## config.mk

```make
export PLATFORM = sky130hd
export DESIGN_NAME = reg16_byte_port
export DESIGN_NICKNAME = d
export VERILOG_FILES = /design/src/rtl/reg16_pkg.sv /design/src/rtl/reg16_rst_sync.sv /design/src/rtl/reg16_addr_decode.sv /design/src/rtl/reg16_temp_latch.sv /design/src/rtl/reg16_word_store.sv /design/src/rtl/reg16_read_port.sv /design/src/rtl/reg16_byte_port.sv
export SDC_FILE = /design/constraint.sdc
export NUM_CORES = 1
export LEC_CHECK = 0
export ABC_AREA = 0
export CORE_MARGIN = 2
export CORE_UTILIZATION = 45
export DETAILED_ROUTE_END_ITERATION = 6
export PLACE_DENSITY_LB_ADDON = 0.15
export SYNTH_ARGS = -nofsm -noshare
export SYNTH_HDL_FRONTEND = slang
export SYNTH_SLANG_ARGS = --single-unit
export TNS_END_PERCENT = 30
```

## constraint.sdc

```tcl
create_clock -name clk -period 1.94 [get_ports clk]
set_input_delay 0.194 -clock clk [delete_from_list [all_inputs] [get_ports clk]]
set_output_delay 0.194 -clock clk [all_outputs]
set_load 0.01 [all_outputs]
```

## src/rtl/reg16_pkg.sv

```systemverilog
package reg16_pkg;

  // Decoded, qualified bus operation for one cycle.
  typedef struct packed {
    logic rd_cap_lo;
    logic rd_cap_hi;
    logic rd_aux_lo;
    logic rd_aux_hi;
    logic rd_other;
    logic wr_cap_lo;
    logic wr_hi;
  } bus_op_t;

endpackage

```

## src/rtl/reg16_rst_sync.sv

```systemverilog
module reg16_rst_sync #(
  parameter int STAGES = 2
) (
  input  logic clk,
  input  logic rst_n,
  output logic rst_sync_n
);

  logic [STAGES-1:0] sync_q;
  logic [STAGES-1:0] sync_d;

  always_comb begin
    sync_d = {sync_q[STAGES-2:0], 1'b1};
  end

  always_ff @(posedge clk or negedge rst_n) begin
    if (!rst_n) sync_q <= '0;
    else        sync_q <= sync_d;
  end

  assign rst_sync_n = sync_q[STAGES-1];

endmodule

```

## src/rtl/reg16_addr_decode.sv

```systemverilog
module reg16_addr_decode
  import reg16_pkg::*;
#(
  parameter int                ADDR_W   = 6,
  parameter logic [ADDR_W-1:0] CAP_BASE = 6'h24,
  parameter logic [ADDR_W-1:0] AUX_BASE = 6'h2C
) (
  input  logic [ADDR_W-1:0] bus_addr,
  input  logic              bus_rd,
  input  logic              bus_wr,
  output bus_op_t           op
);

  localparam logic [ADDR_W-1:0] CAP_HI = ADDR_W'(CAP_BASE + 1'b1);
  localparam logic [ADDR_W-1:0] AUX_HI = ADDR_W'(AUX_BASE + 1'b1);

  logic hit_cap_lo, hit_cap_hi, hit_aux_lo, hit_aux_hi, rd_only;

  always_comb begin
    hit_cap_lo = (bus_addr == CAP_BASE);
    hit_cap_hi = (bus_addr == CAP_HI);
    hit_aux_lo = (bus_addr == AUX_BASE);
    hit_aux_hi = (bus_addr == AUX_HI);
    // A write in the same cycle suppresses the read.
    rd_only    = bus_rd & ~bus_wr;

    op.rd_cap_lo = rd_only & hit_cap_lo;
    op.rd_cap_hi = rd_only & hit_cap_hi;
    op.rd_aux_lo = rd_only & hit_aux_lo;
    op.rd_aux_hi = rd_only & hit_aux_hi;
    op.rd_other  = rd_only & ~(hit_cap_lo | hit_cap_hi | hit_aux_lo | hit_aux_hi);
    op.wr_cap_lo = bus_wr & hit_cap_lo;
    op.wr_hi     = bus_wr & (hit_cap_hi | hit_aux_hi);
  end

endmodule

```

## src/rtl/reg16_temp_latch.sv

```systemverilog
module reg16_temp_latch
  import reg16_pkg::*;
(
  input  logic       clk,
  input  logic       rst_n,
  input  bus_op_t    op,
  input  logic [7:0] bus_wdata,
  input  logic [7:0] cap_hi_byte,
  input  logic [7:0] aux_hi_byte,
  output logic [7:0] temp_q
);

  logic [7:0] temp_d;
  logic       temp_en;

  always_comb begin
    temp_en = op.wr_hi | op.rd_cap_lo | op.rd_aux_lo;
    temp_d  = temp_q;
    if (op.wr_hi)          temp_d = bus_wdata;
    else if (op.rd_cap_lo) temp_d = cap_hi_byte;
    else if (op.rd_aux_lo) temp_d = aux_hi_byte;
  end

  always_ff @(posedge clk or negedge rst_n) begin
    if (!rst_n)       temp_q <= '0;
    else if (temp_en) temp_q <= temp_d;
  end

  // A high-byte read must not disturb the shared latch.
  assert_hi_read_keeps_temp_R3: assert property (@(posedge clk) disable iff (!rst_n)
    (op.rd_cap_hi || op.rd_aux_hi) |=> $stable(temp_q));

  // A low read of the auxiliary word snapshots its upper byte.
  assert_aux_snapshot_R7: assert property (@(posedge clk) disable iff (!rst_n)
    op.rd_aux_lo |=> (temp_q == $past(aux_hi_byte)));

endmodule

```

## src/rtl/reg16_word_store.sv

```systemverilog
module reg16_word_store
  import reg16_pkg::*;
#(
  parameter int                         MODE_W        = 4,
  parameter logic [(1<<MODE_W)-1:0]     TOP_MODE_MASK = 16'h5500
) (
  input  logic              clk,
  input  logic              rst_n,
  input  bus_op_t           op,
  input  logic [7:0]        bus_wdata,
  input  logic [7:0]        temp_q,
  input  logic [MODE_W-1:0] wave_mode,
  input  logic              cap_load,
  input  logic [15:0]       cap_value,
  output logic [15:0]       word_q
);

  localparam int NUM_MODES = 1 << MODE_W;

  logic [NUM_MODES-1:0] mode_sel;
  logic                 top_mode;
  logic                 commit;
  logic                 word_en;
  logic [15:0]          word_d;

  // One-hot mode select, ANDed with the mask of TOP-defining modes.
  for (genvar m = 0; m < NUM_MODES; m++) begin : g_mode
    assign mode_sel[m] = (wave_mode == MODE_W'(m)) & TOP_MODE_MASK[m];
  end

  always_comb begin
    top_mode = |mode_sel;
    commit   = op.wr_cap_lo & top_mode;
    word_en  = commit | cap_load;
    word_d   = word_q;
    if (commit)        word_d = {temp_q, bus_wdata};
    else if (cap_load) word_d = cap_value;
  end

  always_ff @(posedge clk or negedge rst_n) begin
    if (!rst_n)       word_q <= '0;
    else if (word_en) word_q <= word_d;
  end

  // Writes outside TOP modes leave the word alone.
  assert_ignored_write_R6: assert property (@(posedge clk) disable iff (!rst_n)
    (op.wr_cap_lo && !top_mode && !cap_load) |=> $stable(word_q));

  // Accepted write lands whole, upper half from the latch.
  assert_atomic_commit_R5: assert property (@(posedge clk) disable iff (!rst_n)
    (op.wr_cap_lo && top_mode) |=> (word_q == {$past(temp_q), $past(bus_wdata)}));

  // Capture wins whenever no accepted write competes.
  assert_capture_load_R8: assert property (@(posedge clk) disable iff (!rst_n)
    (cap_load && !(op.wr_cap_lo && top_mode)) |=> (word_q == $past(cap_value)));

endmodule

```

## src/rtl/reg16_read_port.sv

```systemverilog
module reg16_read_port
  import reg16_pkg::*;
(
  input  logic       clk,
  input  logic       rst_n,
  input  bus_op_t    op,
  input  logic [7:0] cap_lo_byte,
  input  logic [7:0] aux_lo_byte,
  input  logic [7:0] temp_q,
  output logic [7:0] rdata_q
);

  logic [7:0] rdata_d;
  logic       rdata_en;

  always_comb begin
    rdata_en = op.rd_cap_lo | op.rd_cap_hi | op.rd_aux_lo | op.rd_aux_hi | op.rd_other;
    rdata_d  = 8'h00;
    if (op.rd_cap_lo)                     rdata_d = cap_lo_byte;
    else if (op.rd_aux_lo)                rdata_d = aux_lo_byte;
    else if (op.rd_cap_hi || op.rd_aux_hi) rdata_d = temp_q;
  end

  always_ff @(posedge clk or negedge rst_n) begin
    if (!rst_n)        rdata_q <= '0;
    else if (rdata_en) rdata_q <= rdata_d;
  end

endmodule

```

## src/rtl/reg16_byte_port.sv

```systemverilog
module reg16_byte_port
  import reg16_pkg::*;
#(
  parameter int                     ADDR_W        = 6,
  parameter int                     MODE_W        = 4,
  parameter logic [ADDR_W-1:0]      CAP_BASE      = 6'h24,
  parameter logic [ADDR_W-1:0]      AUX_BASE      = 6'h2C,
  parameter logic [(1<<MODE_W)-1:0] TOP_MODE_MASK = 16'h5500
) (
  input  logic              clk,
  input  logic              rst_n,
  input  logic [ADDR_W-1:0] bus_addr,
  input  logic              bus_rd,
  input  logic              bus_wr,
  input  logic [7:0]        bus_wdata,
  output logic [7:0]        bus_rdata,
  input  logic [MODE_W-1:0] wave_mode,
  input  logic              cap_load,
  input  logic [15:0]       cap_value,
  input  logic [15:0]       aux_word,
  output logic [15:0]       reg_value
);

  logic       rst_sync_n;
  bus_op_t    op;
  logic [7:0] temp_q;

  reg16_rst_sync #(.STAGES(2)) u_rst_sync (
    .clk        (clk),
    .rst_n      (rst_n),
    .rst_sync_n (rst_sync_n)
  );

  reg16_addr_decode #(
    .ADDR_W   (ADDR_W),
    .CAP_BASE (CAP_BASE),
    .AUX_BASE (AUX_BASE)
  ) u_decode (
    .bus_addr (bus_addr),
    .bus_rd   (bus_rd),
    .bus_wr   (bus_wr),
    .op       (op)
  );

  reg16_temp_latch u_temp (
    .clk         (clk),
    .rst_n       (rst_sync_n),
    .op          (op),
    .bus_wdata   (bus_wdata),
    .cap_hi_byte (reg_value[15:8]),
    .aux_hi_byte (aux_word[15:8]),
    .temp_q      (temp_q)
  );

  reg16_word_store #(
    .MODE_W        (MODE_W),
    .TOP_MODE_MASK (TOP_MODE_MASK)
  ) u_store (
    .clk       (clk),
    .rst_n     (rst_sync_n),
    .op        (op),
    .bus_wdata (bus_wdata),
    .temp_q    (temp_q),
    .wave_mode (wave_mode),
    .cap_load  (cap_load),
    .cap_value (cap_value),
    .word_q    (reg_value)
  );

  reg16_read_port u_read (
    .clk         (clk),
    .rst_n       (rst_sync_n),
    .op          (op),
    .cap_lo_byte (reg_value[7:0]),
    .aux_lo_byte (aux_word[7:0]),
    .temp_q      (temp_q),
    .rdata_q     (bus_rdata)
  );

  // Low read returns the pre-edge low byte and snapshots the high byte.
  assert_lo_read_snapshot_R2: assert property (@(posedge clk) disable iff (!rst_sync_n)
    op.rd_cap_lo |=> (bus_rdata == $past(reg_value[7:0])) && (temp_q == $past(reg_value[15:8])));

  // High read returns the latch as it stood, not the live byte.
  assert_hi_read_latch_R3: assert property (@(posedge clk) disable iff (!rst_sync_n)
    (op.rd_cap_hi || op.rd_aux_hi) |=> (bus_rdata == $past(temp_q)));

  // A read colliding with a write leaves the read data alone.
  assert_rw_collision_R9: assert property (@(posedge clk) disable iff (!rst_sync_n)
    (bus_rd && bus_wr) |=> $stable(bus_rdata));

  // While the synchronised reset is active everything sits at zero.
  always_comb begin
    if (!rst_sync_n && rst_n === 1'b0)
      assert_reset_clear_R1: assert (reg_value == 16'h0 && bus_rdata == 8'h0 && temp_q == 8'h0);
  end

endmodule

```

## Word-level counts from Yosys, hierarchy flattened

Cells that the tools add are included.

| storage, ports and cells | value |
|---|---|
| bits in registers | 34 |
| logic and storage cells | 48 |
| bits of input ports | 55 |
| output and inout bits | 24 |

| cells by class | value |
|---|---|
| reductions and logical operators | 6 |
| multiplexer cells | 8 |
| bitwise operators | 22 |
| equality and inequality tests | 8 |

Operators by type and width:

| cell | count |
|---|---|
| 2-to-1 mux 8 bit | 6 |
| 2-to-1 mux 16 bit | 2 |
| == test 6 bit, second input constant | 4 |
| == test 4 bit, second input constant | 4 |
| OR 1 bit | 11 |
| AND 1 bit | 9 |
| AND reduction 2 bit | 2 |
| OR reduction 4 bit | 1 |
| nonzero test 3 bit | 1 |
| NOT 1 bit | 2 |
| nonzero test 2 bit | 1 |
| logical OR 1 bit | 1 |

## Logic depth before layout (Yosys ltp)

| logic depth | value |
|---|---|
| word-level depth | 7 |
| depth in mapped cells | 6 |
| mapped depth without buffers | 4 |

## Modules after synthesis

Synthesis repeated with hierarchy kept, for this count alone.

| unflattened totals | value |
|---|---|
| cell total of the unflattened synthesis | 164 |
| area, all modules | 1,996.9 um^2 |

Modules (own cells, without submodules):

| module | cells an instance | instances | sequential area each (um^2) | area each (um^2) |
|---|---|---|---|---|
| reg16_word_store | 52 | 1 | 400.4 | 885.8 |
| reg16_read_port | 53 | 1 | 200.2 | 490.5 |
| reg16_temp_latch | 44 | 1 | 200.2 | 455.4 |
| reg16_addr_decode | 12 | 1 | 0.0 | 111.4 |
| reg16_rst_sync | 3 | 1 | 50.0 | 53.8 |

## Worst setup path before layout

OpenSTA, ideal clock, no wires.

| path | value |
|---|---|
| path type | input to register |
| start point | input bus_addr[4] |
| end point | register u_store.word_q[0] |
| required time | 1,815 ps |
| setup time | 125 ps |
| path buffers | 2 |
| data arrival time | 1,698 ps |
| slack | 117 ps |
| stages on the path | 6 |
| path through | nand3b_4 -> or4_1 -> buf_6 -> nor3_4 -> buf_8 -> mux2_4 |

| between the ends | value |
|---|---|
| longest elaborated chain between the ends | 5 |
| elaborated cells between the ends (all ways) | 7 |
| those cells by class | 1 x eq/ne; 1 x mux; 3 x bitwise; 2 x reduce/logical |

RTL lines:

| element | RTL line | source |
|---|---|---|
| from (decl) | reg16_byte_port.sv:12 | `input logic [ADDR_W-1:0] bus_addr,` |
| == test 6 bit * | reg16_addr_decode.sv:20 | `hit_cap_lo = (bus_addr == CAP_BASE);` |
| AND 1 bit * | reg16_addr_decode.sv:32 | `op.wr_cap_lo = bus_wr & hit_cap_lo;` |
| AND 1 bit * | reg16_word_store.sv:33 | `commit = op.wr_cap_lo & top_mode;` |
| nonzero test 2 bit (no source line) / OR 1 bit (equally long branches) | -- |  |
| AND reduction 2 bit (no source line) | -- |  |
| to (signal assigned) | reg16_word_store.sv:42 | `else if (word_en) word_q <= word_d;` |
| to (decl) | reg16_word_store.sv:15 | `output logic [15:0] word_q` |

Every way passes the cells marked *; elsewhere a longest branch is shown, timed or not.
A chain may end at the register's enable or synchronous reset.

## Worst setup path after layout

| path | value |
|---|---|
| start point | input bus_wr |
| end point | register u_temp.temp_q[7] |

| between the ends | value |
|---|---|
| longest elaborated chain between the ends | 6 |
| elaborated cells between the ends (all ways) | 11 |
| those cells by class | 2 x mux; 7 x bitwise; 2 x reduce/logical |

RTL lines:

| element | RTL line | source |
|---|---|---|
| from (decl) | reg16_byte_port.sv:14 | `input logic bus_wr,` |
| NOT 1 bit | reg16_addr_decode.sv:25 | `rd_only = bus_rd & ~bus_wr;` |
| AND 1 bit | reg16_addr_decode.sv:25 |  |
| AND 1 bit | reg16_addr_decode.sv:27 | `op.rd_cap_lo = rd_only & hit_cap_lo;` |
| OR 1 bit (2 in a row) | reg16_temp_latch.sv:17 | `temp_en = op.wr_hi \| op.rd_cap_lo \| op.rd_aux_lo;` |
| AND reduction 2 bit (no source line) | -- |  |
| to (signal assigned) | reg16_temp_latch.sv:26 | `else if (temp_en) temp_q <= temp_d;` |
| to (decl) | reg16_temp_latch.sv:10 | `output logic [7:0] temp_q` |

Parallel ways exist; a longest one is shown, timed or not.

==> flow_summary.html <==
<table>
<tr><th>Metric</th><th>Value</th></tr>
<tr><th colspan="2">Routing</th></tr>
<tr><td>Starting DRC count in detailed routing</td><td>105</td></tr>
<tr><td>Total DRC errors in the routed layout</td><td>0</td></tr>
<tr><td>ANT nets after route</td><td>0</td></tr>
<tr><td>Total length of routed wires</td><td>5310 um</td></tr>
<tr><td>Vias per Instance</td><td>5.42</td></tr>
<tr><td>Average routed wire per standard cell</td><td>18.0 um</td></tr>
<tr><td>Initial DRT Pass Iterations</td><td>5</td></tr>
<tr><td>Via total after detailed routing</td><td>1598</td></tr>
<tr><th colspan="2">Clock tree</th></tr>
<tr><td>Clock Root Buffer</td><td>clkbuf_8</td></tr>
<tr><td>Max clock buf depth</td><td>2</td></tr>
<tr><td>Clock Pin Slew Worst Setup and Hold Paths</td><td>0.07 ns</td></tr>
<tr><td>Buffers inserted during post-CTS setup optimization</td><td>0</td></tr>
<tr><td>CTS Hold Buffers Added</td><td>0</td></tr>
<tr><td>CTS sink count</td><td>34</td></tr>
<tr><td>CTS HTree Levels</td><td>2</td></tr>
<tr><td>Number of buffers inserted during clock tree synthesis</td><td>5</td></tr>
<tr><td>CTS tree</td><td>yes</td></tr>
<tr><td>Clock network latency to the later pin of the worst-skew pair</td><td>0.28 ns</td></tr>
<tr><th colspan="2">STA</th></tr>
<tr><td>Setup repair after global routing missed its margin</td><td>no</td></tr>
<tr><td>Rel. slew slack</td><td>0.640</td></tr>
<tr><td>Worst clock skew on the final layout</td><td>0.00620 ns</td></tr>
<tr><td>Hold Violations, Final</td><td>0</td></tr>
<tr><td>Worst setup margin</td><td>0.0307 ns</td></tr>
<tr><td>Crit share post-route</td><td>0.984</td></tr>
<tr><td>Minimum clock period</td><td>1.91 ns</td></tr>
<tr><td>Max Slew Vio Count</td><td>0</td></tr>
<tr><td>Hold slack</td><td>0.0699 ns</td></tr>
<tr><td>Max Freq</td><td>524 MHz</td></tr>
<tr><td>Measured slew at the worst slew-check pin</td><td>0.540 ns</td></tr>
<tr><td>Number of setup violations in the final report</td><td>0</td></tr>
<tr><th colspan="2">Die</th></tr>
<tr><td>Initial standard-cell utilization of the core</td><td>0.462</td></tr>
<tr><td>FP Rows</td><td>23</td></tr>
<tr><td>Die Ht</td><td>67.9 um</td></tr>
<tr><td>Total Die Area</td><td>4610 sq um</td></tr>
<tr><td>Core box area</td><td>3970 sq um</td></tr>
<tr><td>IO Pins</td><td>79</td></tr>
<tr><td>Floorplan die width</td><td>67.9 um</td></tr>
<tr><th colspan="2">Placed design</th></tr>
<tr><td>Final RePlAce weighted congestion</td><td>0.815</td></tr>
<tr><td>Input/output buffers</td><td>76</td></tr>
<tr><td>Post-Place Cell Area</td><td>2750 sq um</td></tr>
<tr><td>Total half-perimeter wirelength after legalization and detailed placement</td><td>3930 um</td></tr>
<tr><td>Worst Setup Slack post-DPL</td><td>-0.269 ns</td></tr>
<tr><th colspan="2">Cells and area</th></tr>
<tr><td>Cell area after layout</td><td>2880 sq um</td></tr>
<tr><td>Area used by sequential logic in the layout</td><td>851 sq um</td></tr>
<tr><td>Area of combinational cells with multiple inputs</td><td>938 sq um</td></tr>
<tr><td>Synth-to-layout area growth</td><td>56.8%</td></tr>
<tr><td>ANT cells</td><td>0</td></tr>
<tr><td>Number of filler cells placed in the layout</td><td>284</td></tr>
<tr><td>Layout cells sized above 1</td><td>0.249</td></tr>
<tr><td>Number of nets at the end of the flow</td><td>299</td></tr>
<tr><th colspan="2">Power</th></tr>
<tr><td>Peak ir drop on the vdd network</td><td>0.000602 V</td></tr>
<tr><td>Power density normalized to cell area</td><td>653 nW/um^2</td></tr>
<tr><td>Leakage power of the design</td><td>1.21 nW</td></tr>
<tr><th colspan="2">GRT</th></tr>
<tr><td>Initial antenna violation count</td><td>0</td></tr>
<tr><td>Number of global-route vias before repair</td><td>1559</td></tr>
<tr><td>Overall global routing resource usage</td><td>0.237</td></tr>
<tr><td>Largest net degree at the start of global routing</td><td>33</td></tr>
<tr><td>First-pass GRT wire length</td><td>7760 um</td></tr>
<tr><td>Congestion Overflow GR</td><td>0</td></tr>
<tr><th colspan="2">Yosys</th></tr>
<tr><td>Combined area of all synthesized cells</td><td>1840 sq um</td></tr>
<tr><td>Sequential area share after synthesis</td><td>0.464</td></tr>
<tr><td>Number of warnings reported in the yosys synthesis log</td><td>0</td></tr>
<tr><td>Avg Cell Area, Syn</td><td>12.1 sq um</td></tr>
<tr><td>Gate count after technology mapping</td><td>152</td></tr>
<tr><td>Syn nets</td><td>207</td></tr>
<tr><td>Count of cell types in the netlist</td><td>26</td></tr>
<tr><td>FF+latch count, synth</td><td>34</td></tr>
<tr><th colspan="2">Setup path</th></tr>
<tr><td>Largest fanout of any net on the critical path</td><td>8</td></tr>
<tr><td>Worst EP required</td><td>2.13 ns</td></tr>
<tr><td>Worst setup SP type</td><td>primary input</td></tr>
<tr><td>Cells traversed along the worst timing path</td><td>clkdlybuf4s50_1 -&gt; or4b_2 -&gt; buf_4 -&gt; a21oi_1 -&gt; buf_4 -&gt; o32ai_1 -&gt; a21oi_1</td></tr>
<tr><td>Number of buffers and inverters on the critical path</td><td>3</td></tr>
<tr><td>Crit-path leading delay family</td><td>buffers and inverters</td></tr>
<tr><td>Crit Path Class</td><td>primary input to register</td></tr>
<tr><td>Worst path slowest cell</td><td>or4b_2</td></tr>
<tr><td>Crit path capture type</td><td>register</td></tr>
<tr><td>Signal arrival time at the worst endpoint</td><td>2.10 ns</td></tr>
<tr><td>Delay contributed by the slowest stage of the critical path</td><td>0.71 ns</td></tr>
<tr><th colspan="2">Flow run</th></tr>
<tr><td>Max Cap Viol</td><td>0</td></tr>
<tr><th colspan="2">Run status</th></tr>
<tr><td>Status</td><td>completed</td></tr>
<tr><th colspan="2">Worst hold path</th></tr>
<tr><td>Worst Hold Class</td><td>primary input to asynchronous set/reset pin</td></tr>
</table>
==> cells in the mapped netlist, drive strengths merged <==
| master | number | area [sq um] |
|---|---|---|
| nor2 | 9 | 33.8 |
| a21oi | 9 | 45.0 |
| or4b | 1 | 10.0 |
| nand2b | 7 | 43.8 |
| a22oi | 8 | 60.1 |
| o31ai | 8 | 60.1 |
| nor3 | 2 | 21.3 |
| nand2 | 9 | 33.8 |
| mux2 | 32 | 398 |
| buf | 5 | 38.8 |
| or2b | 3 | 22.5 |
| mux2i | 8 | 80.1 |
| or4 | 1 | 7.51 |
| nand3b | 2 | 27.5 |
| o32ai | 8 | 70.1 |
| dfrtp | 34 | 851 |
| nor4bb | 1 | 10.0 |
| conb | 1 | 3.75 |
| nor3b | 1 | 7.51 |
| clkbuf | 3 | 11.3 |
==> cell usage in the layout, fill, tap and decap left out, types with 2 or more instances in the layout <==
master           count
clkdlybuf4s50_1     76
dfrtp_1             34
mux2_2              22
buf_4               14
mux2_4              10
nand2_1              9
nor2_1               9
a21oi_1              9
mux2i_1              8
o32ai_1              8
a22oi_1              8
o31ai_1              8
nand2b_1             7
clkbuf_8             6
or2b_1               3
buf_12               2
==> per-stage QoR <==
| step | total power, mW | TNS, ns | util | instances |
|---|---|---|---|---|
| global route | 1.97 | 0 | 0.725 | 295 |
| finish | 1.88 | 0 | 0.725 | 295 |
| global placement | 1.32 | -3.95 | 0.693 | 286 |
| CTS | 1.88 | 0 | 0.717 | 294 |
| detailed placement | 1.34 | -4.85 | 0.693 | 286 |
| floorplan | 1.06 | 0 | - | 152 |
==> power breakdown <==
group          internal (mW)  switching (mW)  leakage, nW
clock network          0.285           0.259       0.0472
registers              0.798          0.0931        0.414
logic                  0.285           0.158        0.753
==> path summary, 6_finish.rpt <==
check / from / endpoint / slack [ns] / cells after the start
setup / recovery: bus_wr / u_temp.temp_q[7]$_DFFE_PN0P_ / 0.03 / 7
hold / removal: rst_n / u_rst_sync.sync_q[1]$_DFF_PN0_ / 0.07 / 1
setup reg to reg: u_store.word_q[4]$_DFFE_PN0P_ / u_store.word_q[4]$_DFFE_PN0P_ / 0.86 / 2
hold reg to reg: u_rst_sync.sync_q[1]$_DFF_PN0_ / u_store.word_q[5]$_DFFE_PN0P_ / 0.26 / 1
max in group asynchronous: u_rst_sync.sync_q[1]$_DFF_PN0_ / u_read.rdata_q[2]$_DFFE_PN0P_ / 1.38 / 1
min in group clk: u_rst_sync.sync_q[0]$_DFF_PN0_ / u_rst_sync.sync_q[1]$_DFF_PN0_ / 0.36 / 0
==> final cells by class <==
| class | count | area share |
|---|---|---|
| Timing Repair Buffer | 93 | 0.323 |
| Tap cell | 50 | 0.0217 |
| Multi-Input combinational cell | 110 | 0.326 |
| Sequential cell | 34 | 0.296 |
| Clock buffer | 6 | 0.0287 |
| Clock inverter | 2 | 0.00435 |
==> metal layers <==
layer  track usage  share of wire  routed length [um]  up-vias
met5             0              0                   0        -
met4        0.0750         0.0055                  29        0
met3        0.0526          0.068                 363        4
met2         0.401           0.51                2700       72
met1         0.304           0.42                2220      766
li1              -              -                   -      756
==> sequential cells by signal, summed over array words and instances, names as in the netlist <==
signal             flops
u_read.rdata_q         8
u_store.word_q        16
u_rst_sync.sync_q      2
u_temp.temp_q          8
==> timing repair <==
| item | 4_1_cts | 5_1_grt |
|---|---|---|
| hold endpoints to repair | 0 | 0 |
| endpoints found under the setup margin | 0 | 6 |
| resized for setup | 0 | 1 |
==> worst register-to-register path, stage by stage, from the launching register on <==
cell and delay [ns]:
dfrtp_1 0.43, mux2_2 0.28, mux2_2 0.26
==> cell families after synthesis <==
| kind of cell | synth area share |
|---|---|
| flops | 0.464 |
| simple gates | 0.119 |
| compound gates | 0.128 |
| mux | 0.260 |
| other cells | 0.00204 |
| buf+inv | 0.0273 |
Note: power is estimated with default switching activity, not from simulation.
